==> config.mk <==
export PLATFORM = sky130hd
export DESIGN_NAME = dm1_modadd
export DESIGN_NICKNAME = d
export VERILOG_FILES = /design/src/rtl/dm1_pkg.sv /design/src/rtl/dm1_blk_pg.sv /design/src/rtl/dm1_blk_sum.sv /design/src/rtl/dm1_prefix_tree.sv /design/src/rtl/dm1_modadd.sv
export SDC_FILE = /design/constraint.sdc
export NUM_CORES = 1
export LEC_CHECK = 0
export BUFFER_PORTS_ARGS = -buffer_cell sky130_fd_sc_hd__buf_4
export CAP_MARGIN = 20
export CELL_PAD_IN_SITES_DETAIL_PLACEMENT = 0
export CELL_PAD_IN_SITES_GLOBAL_PLACEMENT = 1
export CORE_AREA = 5 5 83 77
export DETAILED_ROUTE_END_ITERATION = 8
export DIE_AREA = 0 0 88 82
export GPL_ROUTABILITY_DRIVEN = 0
export PLACE_DENSITY = 0.73
export SLEW_MARGIN = 15
export SYNTH_ARGS = -nofsm -noshare
export SYNTH_HDL_FRONTEND = slang
export SYNTH_SLANG_ARGS = --single-unit
==> constraint.sdc <==
create_clock -name clk -period 0.8 [get_ports clk]
set_input_delay 0.04 -clock clk [delete_from_list [all_inputs] [get_ports clk]]
set_output_delay 0.04 -clock clk [all_outputs]
set_load 0.03 [all_outputs]
==> src/rtl/dm1_pkg.sv <==
`timescale 1ns/1ps
package dm1_pkg;

    typedef struct packed {
        logic g;
        logic p;
    } gp_t;

    localparam gp_t GP_IDENT = '{g: 1'b0, p: 1'b1};

    // hi is the more significant span, lo the less significant one
    function automatic gp_t gp_combine(input gp_t hi, input gp_t lo);
        gp_t r;
        r.g = hi.g | (hi.p & lo.g);
        r.p = hi.p & lo.p;
        return r;
    endfunction

endpackage

==> src/rtl/dm1_blk_pg.sv <==
`timescale 1ns/1ps
module dm1_blk_pg #(
    parameter int W = 4
) (
    input  logic [W-1:0]   a,
    input  logic [W-1:0]   b,
    output dm1_pkg::gp_t   grp
);
    import dm1_pkg::*;

    always_comb begin
        gp_t acc;
        gp_t bitgp;
        acc = GP_IDENT;
        for (int i = 0; i < W; i++) begin
            bitgp.g = a[i] & b[i];
            bitgp.p = a[i] ^ b[i];
            acc = gp_combine(bitgp, acc);
        end
        grp = acc;
    end
endmodule

==> src/rtl/dm1_blk_sum.sv <==
`timescale 1ns/1ps
module dm1_blk_sum #(
    parameter int W = 4
) (
    input  logic [W-1:0] a,
    input  logic [W-1:0] b,
    input  logic         cin,
    output logic [W-1:0] sum
);
    always_comb begin
        logic c;
        c = cin;
        for (int i = 0; i < W; i++) begin
            sum[i] = a[i] ^ b[i] ^ c;
            c = (a[i] & b[i]) | ((a[i] ^ b[i]) & c);
        end
    end
endmodule

==> src/rtl/dm1_prefix_tree.sv <==
`timescale 1ns/1ps
module dm1_prefix_tree #(
    parameter int COUNT   = 4,
    parameter bit REVERSE = 1'b0
) (
    input  dm1_pkg::gp_t [COUNT-1:0] leaf,
    output dm1_pkg::gp_t [COUNT-1:0] span
);
    import dm1_pkg::*;

    localparam int LEVELS = (COUNT > 1) ? $clog2(COUNT) : 0;

    gp_t [COUNT-1:0] stage [LEVELS+1];

    assign stage[0] = leaf;

    for (genvar lv = 0; lv < LEVELS; lv++) begin : g_lvl
        localparam int D = 1 << lv;
        for (genvar k = 0; k < COUNT; k++) begin : g_node
            if (k >= D) begin : g_op
                if (REVERSE) begin : g_rev
                    // lower index of the reversed order is more significant
                    assign stage[lv+1][k] = gp_combine(stage[lv][k-D], stage[lv][k]);
                end else begin : g_fwd
                    assign stage[lv+1][k] = gp_combine(stage[lv][k], stage[lv][k-D]);
                end
            end else begin : g_pass
                assign stage[lv+1][k] = stage[lv][k];
            end
        end
    end

    assign span = stage[LEVELS];
endmodule

==> src/rtl/dm1_modadd.sv <==
`timescale 1ns/1ps
module dm1_modadd #(
    parameter int N       = 16,
    parameter bit REG_OUT = 1'b1
) (
    input  logic         clk,
    input  logic         rst_n,
    input  logic [N-1:0] a_num,
    input  logic         a_zero,
    input  logic [N-1:0] b_num,
    input  logic         b_zero,
    output logic [N-1:0] s_num,
    output logic         s_zero
);
    import dm1_pkg::*;

    localparam int BLK = 4;
    localparam int NB  = N / BLK;

    typedef struct packed {
        logic         zero;
        logic [N-1:0] num;
    } res_t;

    localparam res_t RES_RESET = '{zero: 1'b1, num: '0};

    gp_t [NB-1:0] blk_gp;
    gp_t [NB-1:0] rev_leaf;
    gp_t [NB-1:0] pre_span;
    gp_t [NB-1:0] rev_span;
    logic [NB-1:0] blk_cin;
    logic [N-1:0]  sum_raw;
    logic          g_all;
    logic          p_all;
    res_t          res_d;
    res_t          res_q;

    // block generate / propagate and the reversed copy for the suffix tree
    for (genvar k = 0; k < NB; k++) begin : g_blk
        dm1_blk_pg #(.W(BLK)) u_pg (
            .a   (a_num[k*BLK +: BLK]),
            .b   (b_num[k*BLK +: BLK]),
            .grp (blk_gp[k])
        );
        assign rev_leaf[k] = blk_gp[NB-1-k];
    end

    dm1_prefix_tree #(.COUNT(NB), .REVERSE(1'b0)) u_low (
        .leaf (blk_gp),
        .span (pre_span)
    );

    dm1_prefix_tree #(.COUNT(NB), .REVERSE(1'b1)) u_high (
        .leaf (rev_leaf),
        .span (rev_span)
    );

    assign g_all = pre_span[NB-1].g;
    assign p_all = pre_span[NB-1].p;

    // carry into block k: G[low] | P[low] & ~G[high], high spanning blocks k..NB-1
    for (genvar k = 0; k < NB; k++) begin : g_cin
        gp_t low_k;
        if (k == 0) begin : g_first
            assign low_k = GP_IDENT;
        end else begin : g_rest
            assign low_k = pre_span[k-1];
        end
        assign blk_cin[k] = low_k.g | (low_k.p & ~rev_span[NB-1-k].g);

        dm1_blk_sum #(.W(BLK)) u_sum (
            .a   (a_num[k*BLK +: BLK]),
            .b   (b_num[k*BLK +: BLK]),
            .cin (blk_cin[k]),
            .sum (sum_raw[k*BLK +: BLK])
        );
    end

    // flag-steered output selection
    always_comb begin
        logic any_zero;
        logic both_zero;
        any_zero  = a_zero | b_zero;
        both_zero = a_zero & b_zero;
        res_d     = RES_RESET;
        if (both_zero) begin
            res_d = RES_RESET;
        end else if (any_zero) begin
            res_d.zero = 1'b0;
            res_d.num  = a_zero ? b_num : a_num;
        end else begin
            res_d.zero = p_all;
            res_d.num  = sum_raw;
        end
    end

    if (REG_OUT) begin : g_reg
        always_ff @(posedge clk or negedge rst_n) begin
            if (!rst_n) res_q <= RES_RESET;
            else        res_q <= res_d;
        end

        AST_ZERO_CLEAN: assert property (@(posedge clk) disable iff (!rst_n)
            s_zero |-> (s_num == '0));

        AST_BOTH_ZERO: assert property (@(posedge clk) disable iff (!rst_n)
            ($past(rst_n) && $past(a_zero && b_zero)) |-> (s_zero && s_num == '0));

        AST_PASS_A: assert property (@(posedge clk) disable iff (!rst_n)
            ($past(rst_n) && $past(b_zero && !a_zero)) |-> (!s_zero && s_num == $past(a_num)));

        AST_PASS_B: assert property (@(posedge clk) disable iff (!rst_n)
            ($past(rst_n) && $past(a_zero && !b_zero)) |-> (!s_zero && s_num == $past(b_num)));
    end else begin : g_comb
        assign res_q = res_d;
    end

    assign s_num  = res_q.num;
    assign s_zero = res_q.zero;

    // adder core checks against a plain binary sum
    always_comb begin
        logic [N:0] ref_sum;
        ref_sum = {1'b0, a_num} + {1'b0, b_num};
        if (!a_zero && !b_zero && g_all) begin
            AST_CARRY_PATH: assert (sum_raw == ref_sum[N-1:0]);
        end
        if (!a_zero && !b_zero && !g_all && !p_all) begin
            AST_NOCARRY_PATH: assert (sum_raw == N'(ref_sum + 1'b1));
        end
        if (!a_zero && !b_zero && p_all) begin
            AST_WRAP_ZERO: assert (sum_raw == '0 && !g_all);
        end
    end
endmodule

==> out/results.tsv, run 1 <==
stage	metric	value	unit
run_status	status	finished with violations	
run_status	violations	negative setup slack	
route	drtPass1Iterations	4	
timing	hold_viol_final	0	
synthesis	synthArstFlopShare	1.00	
die	io_pins	53	
final_layout	layout_common_cells	buf_4, buf_6, inv_1	
run	max_cap_viol_count	0	
synthesis	yosysSeqAreaShare	0.273	
cts	clockBufferDepth	2	
worst_setup_path	cp.required	0.99	ns
synthesis	synth_top_family_by_area	adder cells	
final_layout	mostFrequentLayoutCell	buf_4	
synthesis	avgSynthCellArea	9.03	µm²
place	port_buffers	52	
die	die_h	82	µm
synthesis	synth_mux_area_frac	0.0496	
global_routing	grt_pass1_vias	1482	
global_routing	grt_pass1_wl	6.67	mm
synthesis	synth_top_area_frac	0.256	
synthesis	ys_seq_elements	17	
die	die_w	88	µm
final_layout	final_cell_area	2760	µm²
timing	fin_crit	2.50	ns
worst_setup_path	startpoint_type	input port	
global_routing	grt_util_all_layers	0.119	
synthesis	synth-simple-area-share	0.113	
final_layout	layout.nets	323	
cts	clkTransAtPathRegs	0.08	ns
place	postPlaceCellArea	2300	µm²
global_routing	grt_overflow_total	0	
min_path	hp-class	in -> reg	
route	vias_per_cell	4.39	
die	initial_core_util	0.284	
die	num_rows	26	
cts	cts_tree	built	
die	core_area	5500	µm²
final_layout	syn_to_final_growth	76.5	%
synthesis	synth_compound_area_frac	0.179	
timing	timing_worst_slew_pin_value	0.304	ns
timing	maxSlewHeadroom	0.797	
synthesis	syn_inst	173	
synthesis	yosys-top-cells-area	dfrtp_1, fa_1, ha_1	
route	routed_wl	4.29	mm
route	wl_per_cell	13.1	µm
final_layout	drive_gt1_frac	0.554	
global_routing	antenna_found_initial	0	
power_and_ir_drop	leakage	1.26	nW
synthesis	yosys.area_share.xor_xnor	0.0224	
synthesis	synth_edf_count	0	
synthesis	synthAdderAreaFrac	0.282	
synthesis	ys_warn_count	0	
die	die_area	7220	µm²
timing	finalWorstSetupSlack	-1.70	ns
cts	clock-sinks	17	
final_layout	num_antenna_cells	0	
cts	ctsHtreeMaxLevel	1	
final_layout	final_cells	328	
timing	fin_crit_sh	3.13	
synthesis	synth_cell_types	29	
cts	cts_made_buffers	3	
route	final_antenna_net_count	0	
global_routing	grt_max_degree	18	
timing	setup_violations	34	
route	drc	0	
synthesis	netlist_area	1560	µm²
worst_setup_path	arrival	2.69	ns
synthesis	syn_nets	237	
place	hpwl	3.30	mm
cts	clock-root-buffer	clkbuf_8	
route	vias	1440	
worst_setup_path	critPathMaxFanout	2	
timing	drv_slew	0	
route	drtIter0Drc	20	
timing	rsz0062_at_grt	true	
power_and_ir_drop	p_per_area	1250	nW/µm²
power_and_ir_drop	vdd_ir_drop_max	556	µV
power_and_ir_drop	finalPower	0.00344	W
worst_setup_path	endpoint_kind	flip-flop	
timing	fmax	399	MHz
place	post-place-cells	313	
synthesis	yosysTopAreaCell	dfrtp_1	
synthesis	ys.flop_type	dfrtp_1	
worst_setup_path	worstSetupPathType	in -> reg	
## worst paths after layout
kind                           from                   to  slack [ns]  depth (start not counted)
max                        a_num[1]   s_num[2]$_DFF_PN0_       -1.70                         12
min                        a_num[6]   s_num[6]$_DFF_PN0_       0.007                          3
max in group asynchronous     rst_n     s_zero$_DFF_PN1_        0.36                          2
min in group asynchronous     rst_n  s_num[15]$_DFF_PN0_        0.19                          2
## area by class of cell
class,instances,area (µm²)
Multi-Input combinational cell,124,1290
Inverter,25,93.8
Clock buffer,4,45.0
Timing Repair Buffer,88,812
Tap cell,70,87.6
Fill cell,537,2740
Sequential cell,17,427
## critical path, stage by stage
cell	delay, ns
buf_8	0.10
ha_4	0.23
a211o_1	0.30
a21oi_4	0.15
o21bai_2	0.10
a2111oi_4	0.34
fa_2	0.27
inv_2	0.04
fa_2	0.33
fa_2	0.40
mux2_2	0.26
o21ai_1	0.11
## per-stage QoR
step / utilization / TNS [ns] / hold slack, ns / worst slack (ns)
floorplan: - / -23.66 / -0.256 / -1.74
global placement: 0.419 / -28.72 / -0.0737 / -2.01
CTS: 0.475 / -23.83 / 0.00206 / -1.71
global route: 0.502 / -25.89 / 0.00994 / -1.83
detailed placement: 0.419 / -29.07 / -0.0722 / -2.05
finish: 0.502 / -23.76 / 0.00700 / -1.70
## flip-flops by register name (all words and copies together) (netlist names)
register / flops
s_num: 16
s_zero: 1
## cells by family (layout without fill, tap and decap cells)
kind of cell	count (synthesis)	count (layout)
adders and majority gates	28	28
and+or+nand+nor	42	42
muxes	7	7
AOI/OAI and AO/OA	43	43
buffers and inverters	32	117
xor gates and xnor gates	4	4
DFF	17	17
## cell usage after synthesis (2+ instances only)
cell       n
inv_1     25
nand2_1   21
o21ai_0   19
dfrtp_1   16
ha_1      16
a21oi_1   13
fa_1      12
nor2_1    12
mux2_2     6
nand4_1    4
xor2_1     4
buf_2      3
a211oi_1   2
clkbuf_1   2
clkbuf_2   2
nand3_1    2
nor2b_1    2
## routing by layer
metal  track usage  part of all wire  vias up
met4        0.0322            0.0079        0
met1         0.156              0.44      664
li1              -                 -      743
met3        0.0191             0.051        2
met5             0                 0        -
met2         0.205              0.50       31
## report_power, final
group | switching, W | internal [W] | total, W
clock | 0.000352 | 0.000354 | 0.000707
combinational | 0.000837 | 0.000899 | 0.00174
sequential | 0.0000426 | 0.000955 | 0.000998
## timing repair
item,CTS,global route
hold endpoints to repair,19,0
pin swaps,13,18
setup endpoints to repair,34,34
buffers inserted,4,4
resized for setup,54,23
hold buffers,3,0
Power figures use the tool's default switching activity.
==> inputs of run 2 (changes only) <==
--- a/config.mk
+++ b/config.mk
@@ -7,13 +7,11 @@
 export LEC_CHECK = 0
 export BUFFER_PORTS_ARGS = -buffer_cell sky130_fd_sc_hd__buf_4
 export CAP_MARGIN = 20
-export CELL_PAD_IN_SITES_DETAIL_PLACEMENT = 0
-export CELL_PAD_IN_SITES_GLOBAL_PLACEMENT = 1
 export CORE_AREA = 5 5 83 77
 export DETAILED_ROUTE_END_ITERATION = 8
 export DIE_AREA = 0 0 88 82
 export GPL_ROUTABILITY_DRIVEN = 0
-export PLACE_DENSITY = 0.73
+export PLACE_DENSITY = 0.59
 export SLEW_MARGIN = 15
 export SYNTH_ARGS = -nofsm -noshare
 export SYNTH_HDL_FRONTEND = slang
==> run 2 against run 1 <==
Against the previous run: the run still ends with negative setup slack left; design area is 4.6% lower; critical path depth increased by 2; sequential share of layout area up 0.75 points; core utilization decreased by 2.3 points; largest cell class unchanged; first-iteration DRC count unchanged; sequential power about the same; via count up 1.3%; critical endpoint is now s_num[3]$_DFF_PN0_; total power fell by 2.8%; clock power down 3.7%.
==> out/results.tsv, run 2 (synthesis results as in run 1) <==
stage	metric	value	unit
run_status	status	finished with violations	
timing	maxSlewHeadroom	0.800	
final_layout	regArea	427	µm²
timing	setup_violations	34	
final_layout	syn_to_final_growth	68.3	%
route	wl_per_cell	12.6	µm
worst_setup_path	worstSetupPathType	in -> reg	
route	vias_per_cell	4.50	
global_routing	grt_overflow_total	0	
die	die_w	88	µm
final_layout	layout.nets	319	
place	pre_cts_slack	-2.03	ns
timing	final.setup.tns	-24.36	ns
timing	fin_crit_sh	3.22	
route	final_antenna_net_count	0	
power_and_ir_drop	leakage	1.22	nW
route	drtPass1Iterations	4	
worst_setup_path	arrival	2.77	ns
route	routed_wl	4.07	mm
die	num_rows	26	
power_and_ir_drop	vdd_ir_drop_max	517	µV
cts	clkTransAtPathRegs	0.07	ns
run	max_cap_viol_count	0	
die	core_area	5500	µm²
die	die_h	82	µm
timing	drv_slew	0	
worst_setup_path	cp.required	0.99	ns
route	drtIter0Drc	20	
cts	clock-sinks	17	
timing	fmax	388	MHz
timing	rsz0062_at_grt	true	
run_status	violations	negative setup slack	
cts	clock-root-buffer	clkbuf_8	
die	die_area	7220	µm²
place	hpwl	3.31	mm
min_path	hp-class	in -> reg	
worst_setup_path	startpoint_type	input port	
cts	cts_tree	built	
power_and_ir_drop	p_per_area	1270	nW/µm²
global_routing	grt_max_degree	19	
final_layout	mostFrequentLayoutCell	buf_4	
cts	ctsHtreeMaxLevel	1	
final_layout	largest_register_ffs	16	
timing	finalWorstSetupSlack	-1.78	ns
timing	timing_worst_slew_pin_value	0.301	ns
final_layout	layout_common_cells	buf_4, inv_1, buf_6	
cts	cts_made_buffers	3	
route	drc	0	
timing	hold_viol_final	0	
global_routing	grt_util_all_layers	0.124	
final_layout	drive_gt1_frac	0.531	
global_routing	antenna_found_initial	0	
timing	fin_crit	2.58	ns
die	initial_core_util	0.284	
global_routing	grt_pass1_wl	7.11	mm
worst_setup_path	endpoint_kind	flip-flop	
global_routing	grt_pass1_vias	1557	
cts	clockBufferDepth	2	
final_layout	multiInputGateArea	1230	µm²
final_layout	post-route-util	0.478	
final_layout	n_fill_cell	526	
timing	fin_hold_ws	0.0105	ns
route	vias	1459	
place	port_buffers	52	
final_layout	num_antenna_cells	0	
die	io_pins	53	
worst_setup_path	critPathMaxFanout	3	
[run 2: changes by cell type in the layout (fill, tap and decap cells not counted), moves of 2 or more]
cell and delta:
buf_6 -5, nor2_2 +2, o21ai_2 -3, ha_4 -3, buf_4 +4, ha_1 +3
dlygate4sd3_1 -2, o21ai_1 +3
[run 2: final timing paths]
kind	start	to	slack, ns	cells after the start
setup / recovery	a_num[1]	s_num[3]$_DFF_PN0_	-1.78	14
hold / removal	a_num[4]	s_num[4]$_DFF_PN0_	0.01	3
max in group asynchronous	rst_n	s_zero$_DFF_PN1_	0.36	2
min in group asynchronous	rst_n	s_num[7]$_DFF_PN0_	0.18	2
[run 2: report_power, final]
group | switching, W | internal, W | total (W)
registers | 0.0000412 | 0.000956 | 0.000997
clock network | 0.000326 | 0.000354 | 0.000681
logic | 0.000807 | 0.000861 | 0.00167
[run 2: final cells by class]
type / instances / area share
Timing Repair Buffer: 84 / 0.285
Clock buffer: 4 / 0.0171
Multi-Input combinational cell: 124 / 0.466
Inverter: 25 / 0.0357
Sequential cell: 17 / 0.162
Tap cell: 70 / 0.0333
[run 2: worst max-delay path, cell delays in order]
cell,delay [ns]
buf_8,0.10
ha_4,0.22
a211o_1,0.30
a21oi_4,0.18
o21bai_2,0.10
a2111oi_4,0.39
fa_2,0.26
inv_2,0.04
fa_2,0.33
fa_2,0.34
xor2_1,0.16
nor2_1,0.12
a21oi_2,0.04
o21ai_1,0.13
[run 2: timing repair]
item / 4_1_cts / 5_1_grt
hold buffers: 1 / 0
gates resized for setup: 44 / 18
endpoints found under the hold margin: 17 / 0
pin swaps: 18 / 11
buffers inserted: 6 / 2
gates cloned: 0 / 0
setup endpoints to repair: 34 / 34
[run 2: stage by stage]
stage / power [W] / std cells / instance area (µm²)
finish: 0.00335 / 324 / 2630
global route: 0.00361 / 324 / 2630
CTS: 0.00333 / 322 / 2580
detailed placement: 0.00244 / 312 / 2300
global placement: 0.00242 / 312 / 2300
floorplan: 0.00183 / 173 / 1660
[run 2: layer usage]
layer,part of all wire,track usage,vias up
met5,0,0,-
met4,0.011,0.0322,0
met3,0.060,0.0221,6
met2,0.49,0.212,30
met1,0.44,0.161,683
li1,-,-,740
==> inputs of run 3 (changes only) <==
--- a/config.mk
+++ b/config.mk
@@ -7,11 +7,14 @@
 export LEC_CHECK = 0
 export BUFFER_PORTS_ARGS = -buffer_cell sky130_fd_sc_hd__buf_4
 export CAP_MARGIN = 20
-export CORE_AREA = 5 5 83 77
+export CELL_PAD_IN_SITES_DETAIL_PLACEMENT = 1
+export CELL_PAD_IN_SITES_GLOBAL_PLACEMENT = 1
+export CORE_AREA = 5 5 75 70
 export DETAILED_ROUTE_END_ITERATION = 8
-export DIE_AREA = 0 0 88 82
+export DIE_AREA = 0 0 80 75
 export GPL_ROUTABILITY_DRIVEN = 0
-export PLACE_DENSITY = 0.59
+export PLACE_DENSITY = 0.86
+export SETUP_SLACK_MARGIN = 0.5
 export SLEW_MARGIN = 15
 export SYNTH_ARGS = -nofsm -noshare
 export SYNTH_HDL_FRONTEND = slang
==> run 3 against run 2 <==
Against the previous run: the run ends with negative hold slack, negative setup slack left; core utilization rose by 13 points; final cell count fell by 2.5%; largest power group unchanged; setup slack got worse by 0.046 ns.
==> out/results.tsv, run 3 (synthesis results as in run 1) <==
stage	metric	value	unit
run_status	violations	negative hold slack, negative setup slack	
global_routing	grt_pass1_vias	1844	
cts	clkTransAtPathRegs	0.08	ns
die	die_area	6000	µm²
final_layout	drive_gt1_frac	0.594	
worst_setup_path	worstSetupPathType	in -> reg	
run_status	status	finished with violations	
place	pre_cts_slack	-2.14	ns
timing	fin_crit	2.62	ns
final_layout	syn_to_final_growth	69.6	%
worst_setup_path	slowest_delay	0.36	ns
place	postPlaceCellArea	2280	µm²
timing	drv_slew	0	
worst_setup_path	cp.required	0.98	ns
route	vias_per_cell	5.15	
worst_setup_path	arrival	2.80	ns
cts	clock-sinks	17	
place	port_buffers	52	
final_layout	mostFrequentLayoutCell	buf_4	
power_and_ir_drop	combPwrFrac	0.515	
run	max_cap_viol_count	0	
timing	setup_violations	34	
cts	clockBufferDepth	2	
power_and_ir_drop	p_per_area	1360	nW/µm²
timing	rsz0062_at_grt	true	
timing	fmax	381	MHz
route	routed_wl	6.36	mm
timing	hold_viol_final	19	
worst_setup_path	critPathMaxFanout	3	
power_and_ir_drop	power_frac_clock	0.203	
min_path	hp-class	in -> async	
final_layout	layout.nets	319	
die	die_w	80	µm
final_layout	final_cell_area	2650	µm²
route	vias	1626	
route	drc	0	
die	die_h	75	µm
die	num_rows	23	
cts	cts_tree	built	
route	drtPass1Iterations	4	
timing	fin_crit_sh	3.28	
final_layout	largest_register_ffs	16	
power_and_ir_drop	vdd_ir_drop_max	765	µV
worst_setup_path	endpoint_kind	flip-flop	
die	io_pins	53	
final_layout	layout_common_cells	buf_4, inv_1, buf_6	
cts	ctsHtreeMaxLevel	1	
final_layout	num_antenna_cells	0	
worst_setup_path	path_cells	buf_4, ha_4, o21ai_1, nor2_2, o31ai_4, buf_4, a31oi_4, fa_2, fa_2, fa_2, xor2_1, nor2_1, a21oi_1, o21ai_0	
place	hpwl	3.85	mm
cts	cts_made_buffers	3	
power_and_ir_drop	netSwitchingFraction	0.380	
timing	timing_worst_slew_pin_value	0.278	ns
worst_setup_path	path_common_cell	fa_2	
final_layout	final_cells	316	
route	drtIter0Drc	55	
global_routing	grt_overflow_total	0	
die	initial_core_util	0.357	
power_and_ir_drop	intPower	0.00224	W
cts	clock-root-buffer	clkbuf_8	
power_and_ir_drop	leakage	1.20	nW
timing	finalWorstSetupSlack	-1.82	ns
global_routing	grt_pass1_wl	8.94	mm
timing	maxSlewHeadroom	0.814	
global_routing	grt_max_degree	19	
place	post-place-cells	303	
worst_setup_path	crit_slowest_cell	fa_2	
power_and_ir_drop	p_sw	0.00138	W
route	final_antenna_net_count	0	
route	wl_per_cell	20.1	µm
global_routing	antenna_found_initial	0	
global_routing	grt_util_all_layers	0.198	
die	core_area	4370	µm²
power_and_ir_drop	seqPwrFrac	0.282	
timing	fin_hold_ws	-0.372	ns
worst_setup_path	startpoint_type	input port	
==> run 3: worst paths after layout <==
kind	cells past startpoint	end	slack, ns	from
max	14	s_num[11]$_DFF_PN0_	-1.82	a_num[14]
min	1	s_num[6]$_DFF_PN0_	-0.37	rst_n
min in group clk	3	s_num[6]$_DFF_PN0_	-0.01	a_num[6]
max in group asynchronous	1	s_zero$_DFF_PN1_	0.91	rst_n
==> run 3: critical path: cells and delay by family <==
family / cells / cell delay [ns]
AO/OA/AOI/OAI: 5 / 0.81
XOR/XNOR: 1 / 0.15
adder cells (fa/ha/maj): 4 / 1.30
buffers and inverters: 2 / 0.29
AND/OR/NAND/NOR: 2 / 0.20
==> run 3: repair_timing <==
item / CTS / global route
setup endpoints to repair: 34 / 34
resized for setup: 40 / 14
hold endpoints to repair: 19 / 17
setup buffers: 5 / 4
pin swaps: 13 / 10
==> run 3: power groups by stage <==
stage          Combinational, W  Clock [W]  Sequential, W
2_1_floorplan          0.000633          0        0.00122
3_3_place_gp            0.00139          0        0.00101
3_5_place_dp            0.00148          0        0.00101
4_1_cts                 0.00167   0.000712        0.00102
5_1_grt                 0.00201   0.000776        0.00103
6_report                0.00186   0.000734        0.00102
==> run 3: routing by layer <==
| layer | global-route usage | up-vias | share of wire |
|---|---|---|---|
| li1 | - | 735 | - |
| met3 | 0.0335 | 17 | 0.045 |
| met2 | 0.383 | 52 | 0.54 |
| met4 | 0.0769 | 0 | 0.028 |
| met5 | 0 | - | 0 |
| met1 | 0.217 | 822 | 0.39 |
==> run 3: cell type report <==
type / count / area [µm²]
tap: 62 / 77.6
fill: 513 / 1720
inverter: 25 / 93.8
clock buffer: 4 / 45.0
timing repair buffer: 84 / 721
sequential: 17 / 445
multi-input combinational: 124 / 1270
==> run 3: per-stage QoR <==
step	utilization	power, W	TNS (ns)	hold WS, ns
after floorplan	-	0.00185	-23.70	-0.256
after global placement	0.522	0.00240	-28.02	-0.0748
after detailed placement	0.522	0.00249	-29.47	-0.0718
after CTS	0.582	0.00340	-25.02	-0.355
after global routing	0.606	0.00381	-28.37	-0.357
final	0.606	0.00362	-26.80	-0.372
